<file path="src/rtl/busclk_prediv.sv">
module busclk_prediv #(
  parameter int DATA_W     = 32,
  parameter int SRC_N      = 4,
  parameter int SEL_LSB    = 12,
  parameter int M_LSB      = 6,
  parameter int M_W        = 2,
  parameter int P_LSB      = 4,
  parameter int P_W        = 2,
  parameter int PREDIV_SRC = 3,
  localparam int SEL_W     = $clog2(SRC_N),
  localparam int POW_CW    = (1 << P_W) - 1,
  localparam int RATE_W    = M_W + (1 << P_W)
) (
  input  logic              clk,
  input  logic              rst_n,
  input  logic [SRC_N-1:0]  src_en,
  input  logic              wr_en,
  input  logic [DATA_W-1:0] wr_data,
  output logic [DATA_W-1:0] rd_data,
  output logic              bus_en,
  output logic [RATE_W-1:0] rate_div
);

  localparam logic [DATA_W-1:0] SEL_MASK = DATA_W'(((1 << SEL_W) - 1) << SEL_LSB);
  localparam logic [DATA_W-1:0] M_MASK   = DATA_W'(((1 << M_W) - 1) << M_LSB);
  localparam logic [DATA_W-1:0] P_MASK   = DATA_W'(((1 << P_W) - 1) << P_LSB);
  localparam logic [DATA_W-1:0] CFG_MASK = SEL_MASK | M_MASK | P_MASK;

  logic [DATA_W-1:0] cfg_q;
  logic [SEL_W-1:0]  act_sel;
  logic [M_W-1:0]    act_m;
  logic [P_W-1:0]    act_p;
  logic [M_W-1:0]    pre_cnt;
  logic [POW_CW-1:0] pow_cnt;

  logic src_hit, is_pre, pre_wrap, pre_tick, pow_wrap, out_tick, idle, adopt;
  logic [RATE_W-1:0] pre_fac;

  always_ff @(posedge clk or negedge rst_n) begin
    if (!rst_n) cfg_q <= '0;
    else if (wr_en) cfg_q <= wr_data & CFG_MASK;
  end

  assign rd_data  = cfg_q;

  assign src_hit  = src_en[act_sel];
  assign is_pre   = act_sel == SEL_W'(PREDIV_SRC);
  assign pre_wrap = pre_cnt == act_m;
  assign pre_tick = src_hit && (!is_pre || pre_wrap);
  assign pow_wrap = pow_cnt == POW_CW'((1 << act_p) - 1);
  assign out_tick = pre_tick && pow_wrap;
  assign idle     = (pre_cnt == '0) && (pow_cnt == '0) && !src_hit;
  assign adopt    = out_tick || idle;

  always_ff @(posedge clk or negedge rst_n) begin
    if (!rst_n) begin
      pre_cnt <= '0;
    end else if (out_tick || (is_pre && src_hit && pre_wrap)) begin
      pre_cnt <= '0;
    end else if (is_pre && src_hit) begin
      pre_cnt <= pre_cnt + 1'b1;
    end
  end

  always_ff @(posedge clk or negedge rst_n) begin
    if (!rst_n) pow_cnt <= '0;
    else if (out_tick) pow_cnt <= '0;
    else if (pre_tick) pow_cnt <= pow_cnt + 1'b1;
  end

  always_ff @(posedge clk or negedge rst_n) begin
    if (!rst_n) begin
      act_sel <= '0;
      act_m   <= '0;
      act_p   <= '0;
    end else if (adopt) begin
      act_sel <= cfg_q[SEL_LSB +: SEL_W];
      act_m   <= cfg_q[M_LSB +: M_W];
      act_p   <= cfg_q[P_LSB +: P_W];
    end
  end

  always_ff @(posedge clk or negedge rst_n) begin
    if (!rst_n) bus_en <= 1'b0;
    else bus_en <= out_tick;
  end

  assign pre_fac  = is_pre ? RATE_W'(act_m) + RATE_W'(1) : RATE_W'(1);
  assign rate_div = pre_fac << act_p;

endmodule


</file>
<file path="config.mk">
export PLATFORM = sky130hd
export DESIGN_NAME = busclk_prediv
export DESIGN_NICKNAME = d
export VERILOG_FILES = /design/src/rtl/busclk_prediv.sv
export SDC_FILE = /design/constraint.sdc
export NUM_CORES = 1
export LEC_CHECK = 0
export BUFFER_PORTS_ARGS = -buffer_cell sky130_fd_sc_hd__buf_2
export CAP_MARGIN = 20
export CORE_MARGIN = 2
export CORE_UTILIZATION = 42
export DETAILED_ROUTE_END_ITERATION = 8
export PLACE_DENSITY = 0.79
export SLEW_MARGIN = 20
export SYNTH_ARGS = -nofsm -noshare
export SYNTH_HDL_FRONTEND = slang
export SYNTH_SLANG_ARGS = --single-unit
</file>
<file path="constraint.sdc">
create_clock -name clk -period 2.3 [get_ports clk]
set_clock_uncertainty 0.2 [all_clocks]
set_input_delay 0.23 -clock clk [delete_from_list [all_inputs] [get_ports clk]]
set_output_delay 0.23 -clock clk [all_outputs]
set_load 0.05 [all_outputs]
</file>
== Yosys cells after proc, flatten, opt, wreduce, memory -nomap -nowiden ==
Cells that the tools add are included.

* Input port bits: 39
* Word-level logic and storage cells: 39
* Register bits: 18
* Output and inout port bits: 39

* Reductions and logical operators: 15
* Shift-type cells: 2
* Add/sub/neg operators: 4
* Muxes and demuxes: 7
* Equal/unequal tests: 3
* Order comparisons: 1

{| class="wikitable"
|+ Operator list
! kind !! count
|-
| $mux 3 || 3
|-
| $logic_and 1x1->1 || 6
|-
| $shl 3x2->6 || 1
|-
| $mux 2 || 2
|-
| $reduce_bool 2->1 || 2
|-
| $add 2x1->3 const B || 1
|-
| $add 3x1->3 const B || 1
|-
| $eq 3x3->1 || 1
|-
| $logic_not 3->1 || 1
|-
| $logic_or 1x1->1 || 3
|-
| $lt 2x3->1 const B || 1
|-
| $shl 1x2->3 const A || 1
|-
| $sub 3x2->3 const B || 1
|-
| $add 2x1->2 const B || 1
|-
| $bmux 1 s2 || 1
|-
| $eq 2x2->1 || 1
|-
| $eq 2x2->1 const B || 1
|-
| $logic_not 1->1 || 2
|-
| $logic_not 2->1 || 1
|-
| $mux 1 || 1
|}

== Logic depth before layout (Yosys ltp) ==
* Depth in word-level cells: 7
* Mapped depth: 6
* Depth with buffers taken out: 5

== Least setup slack after synthesis ==
OpenSTA, ideal clock, no wires.

* Path type: register -> output
* Start point: register act_m[0]
* End point: output rate_div[4]
* Path buffers: 0
* Arrival: 1951 ps
* Stages on the path, launching flop included: 4
* Slack: -81 ps
* Data required time: 1870 ps
* Path through: dfrtp_1 -> ha_1 -> mux2i_1 -> nor3b_1

* Longest elaborated chain between the ends: 3

{| class="wikitable"
|+ RTL lines
! element !! line !! source
|-
| start, declared || 31 || <nowiki>logic [M_W-1:0] act_m;</nowiki>
|-
| start signal, assigned || 78 || <nowiki>act_m <= cfg_q[M_LSB +: M_W];</nowiki>
|-
| $add 2x1->3 || 88 || <nowiki>assign pre_fac = is_pre ? RATE_W'(act_m) + RATE_W'(1) : RATE_W'(1);</nowiki>
|-
| $mux 3 || 88 ||
|-
| $shl 3x2->6 || 89 || <nowiki>assign rate_div = pre_fac << act_p;</nowiki>
|-
| end, declared || 21 || <nowiki>output logic [RATE_W-1:0] rate_div</nowiki>
|}

Every way passes these cells.

== Worst setup path in the final report ==
* Start point: register act_m[0]
* End point: output rate_div[3]

The elaborated chain is that of the path after synthesis.

==> impl_metrics.json <==
{
  "status": "complete, no violations",
  "hold_viol_final": 0,
  "drive_gt1_share_pct": 34.7,
  "place.gp.congestion": 0.770,
  "area_delta_synth_final_pct": 14.0,
  "whs_ns": 0.0905,
  "setup_ws_ns": 0.125,
  "first_pass_iters": 4,
  "final_cell_mix": "conb_1 (26), buf_2 (24), dfrtp_1 (17), nor2_1 (8)",
  "drv_cap": 0,
  "hp-class": "in -> reg",
  "leakage_nw": 0.716,
  "holdPathEnd": "rd_data[13]$_DFFE_PN0P_",
  "startpoint": "act_m[0]$_DFFE_PN0P_",
  "max-clock-path-buffers": 2,
  "chipHeight_um": 58.1,
  "critPathLaunchType": "register",
  "cts_tree": "done",
  "cts_root_buffer": "clkbuf_4",
  "start_util_pct": 44.3,
  "period_share_pct": 94.6,
  "avgSynthCellArea_um2": 10.6,
  "finalPower_mw": 2.06,
  "cp-end-kind": "output port",
  "worst-r2r-cell-count": 5,
  "seq_area_frac_synth_pct": 36.6,
  "cts_setup_buffers": 0,
  "fin_tns_setup_ns": 0,
  "min_delay_path_depth": 2,
  "r2r-end": "act_m[0]$_DFFE_PN0P_",
  "cts.sinks": 18,
  "p_int_mw": 1.06,
  "fmax_mhz": 460,
  "p_comb_share_pct": 62.9,
  "finalWirelength_um": 2350,
  "synth_top_area_share_pct": 36.6,
  "p_switching_mw": 1.00,
  "grt_pass1_wl_um": 4030,
  "antenna_left": 0,
  "io_pins": 78,
  "core-area_mm2": 0.00278,
  "vias": 886,
  "multi_input_area_um2": 638,
  "critPathKind": "reg -> out",
  "portBuffers": 25,
  "seqPwrFrac_pct": 27.6,
  "die-area_mm2": 0.00338,
  "ff_latch_area_um2": 452,
  "hp-start": "wr_en",
  "n_fill_cell": 238,
  "h-tree-depth": 1,
  "antenna_found_initial": 0,
  "power_density_mw_per_mm2": 1470,
  "track_usage_pct": 15.8,
  "ys_top_cells_by_area": "dfrtp_1 (37%), buf_4 (16%), mux2_4 (7.3%)",
  "drc_errors": 0,
  "rsz0062_at_grt": "false",
  "peakVddDrop_mv": 1.25,
  "reg2reg_slack_ns": 0.17,
  "rows": 19,
  "clkPwrFrac_pct": 9.5,
  "finalCriticalPeriod_ns": 2.18,
  "diodes": 0,
  "crit_required_ns": 1.87,
  "rr_startpoint": "pow_cnt[1]$_DFFE_PN0P_",
  "final_common_cell": "conb_1",
  "synth_top_cell_by_area": "dfrtp_1",
  "path_clk_slew_ns": 0.11,
  "die_w_um": 58.1,
  "netlist_area_mm2": 0.00123,
  "grt-ovfl-total": 0,
  "drv_slew": 0,
  "cp_max_fo": 5,
  "drtIter0Drc": 19,
  "synth-seq-cells": 18,
  "numCtsBuffers": 3,
  "switching_share_pct": 48.6,
  "yosys_warnings": 0,
  "grt_pass1_vias": 893,
  "viasPerCell": 4.90,
  "route.detailed.wl_per_inst_um": 13.0,
  "syn_inst": 116,
  "finalSetupViolations": 0,
  "clock_latency_ns": 0.30,
  "post-place-ws_ns": 0.181,
  "hpwl_um": 1740,
  "layout.nets": 194,
  "synth_cell_types": 34,
  "grt_max_degree": 19,
  "arrival_ns": 1.75
}
-- per-layer routing --
layer / track usage [%] / vias to the layer above / share of wire [%]
li1: - / 409 / -
met1: 16.0 / 425 / 36
met2: 30.7 / 46 / 56
met3: 3.35 / 6 / 5.6
met4: 6.31 / 0 / 1.8
met5: 0 / - / 0
-- layout make-up --
cell class | instances | share of cell area (%)
multi-input cells | 87 | 45.5
flip-flops and latches | 18 | 32.2
repair buffers | 34 | 15.2
well taps | 31 | 2.76
clock buffers | 4 | 2.58
inverters | 7 | 1.87
-- Yosys cell counts (all sizes together) --
cell type	number
or2b	1
and3	2
inv	7
a21oi	3
xnor2	2
conb	1
o22ai	2
clkbuf	1
mux2	15
xor2	1
nand2	5
mux2i	1
nand3	3
a22o	2
or4	1
o22a	2
buf	28
nor2	9
a21o	2
nor3b	1
mux4	1
nor3	1
a21boi	1
nand3b	1
ha	4
dfrtp	18
o32ai	1
-- stage by stage --
stage,area (um^2),utilization [%],cells
2_1_floorplan,1330,-,141
3_3_place_gp,1290,46.5,170
3_5_place_dp,1290,46.5,170
4_1_cts,1400,50.3,181
5_1_grt,1400,50.5,181
6_report,1400,50.5,181
-- critical path, cell delays in order, from the launching register on --
cell and delay (ns):
dfrtp_2 0.46, ha_1 0.33, nand2_1 0.06, o22a_1 0.18
o22ai_1 0.18, buf_4 0.24
-- state kept, by name, summed over array words and instances (netlist names) --
signal and flops:
act_sel 2, rd_data 6, pre_cnt 2, act_m 2
act_p 2, pow_cnt 3, bus_en 1
-- worst max path at each step --
stage	endpoint
after floorplan	rate_div[3]
after global placement	act_sel[1]$_DFFE_PN0P_
after detailed placement	act_p[1]$_DFFE_PN0P_
after CTS	rate_div[3]
after global routing	rate_div[3]
final	rate_div[3]
-- cell families (layout without fill, tap and decap cells) --
family / after synthesis / after routing / synth area share, %
AO/OA/AOI/OAI: 13 / 13 / 9.25
flip-flops: 18 / 18 / 36.6
adder cells (fa/ha/maj): 4 / 4 / 4.07
buffers and inverters: 36 / 45 / 19.6
other: 1 / 26 / 0.305
XOR/XNOR: 3 / 3 / 2.13
AND/OR/NAND/NOR: 24 / 24 / 9.86
multiplexers: 17 / 17 / 18.2
-- power by group through the flow --
stage / sequential [mW] / clock [mW] / combinational (mW)
after CTS: 0.569 / 0.199 / 1.29
after floorplan: 0.596 / 0 / 1.05
after detailed placement: 0.575 / 0 / 1.28
final: 0.570 / 0.195 / 1.30
after global placement: 0.564 / 0 / 1.22
after global routing: 0.594 / 0.217 / 1.40
-- what timing repair did --
| item | in CTS | in global routing |
|---|---|---|
| hold endpoints to repair | 24 | 0 |
| resized for setup | 0 | 3 |
| setup endpoints to repair | 0 | 1 |
| hold buffers | 7 | 0 |
No activity file was read; power rests on OpenSTA's default activity.
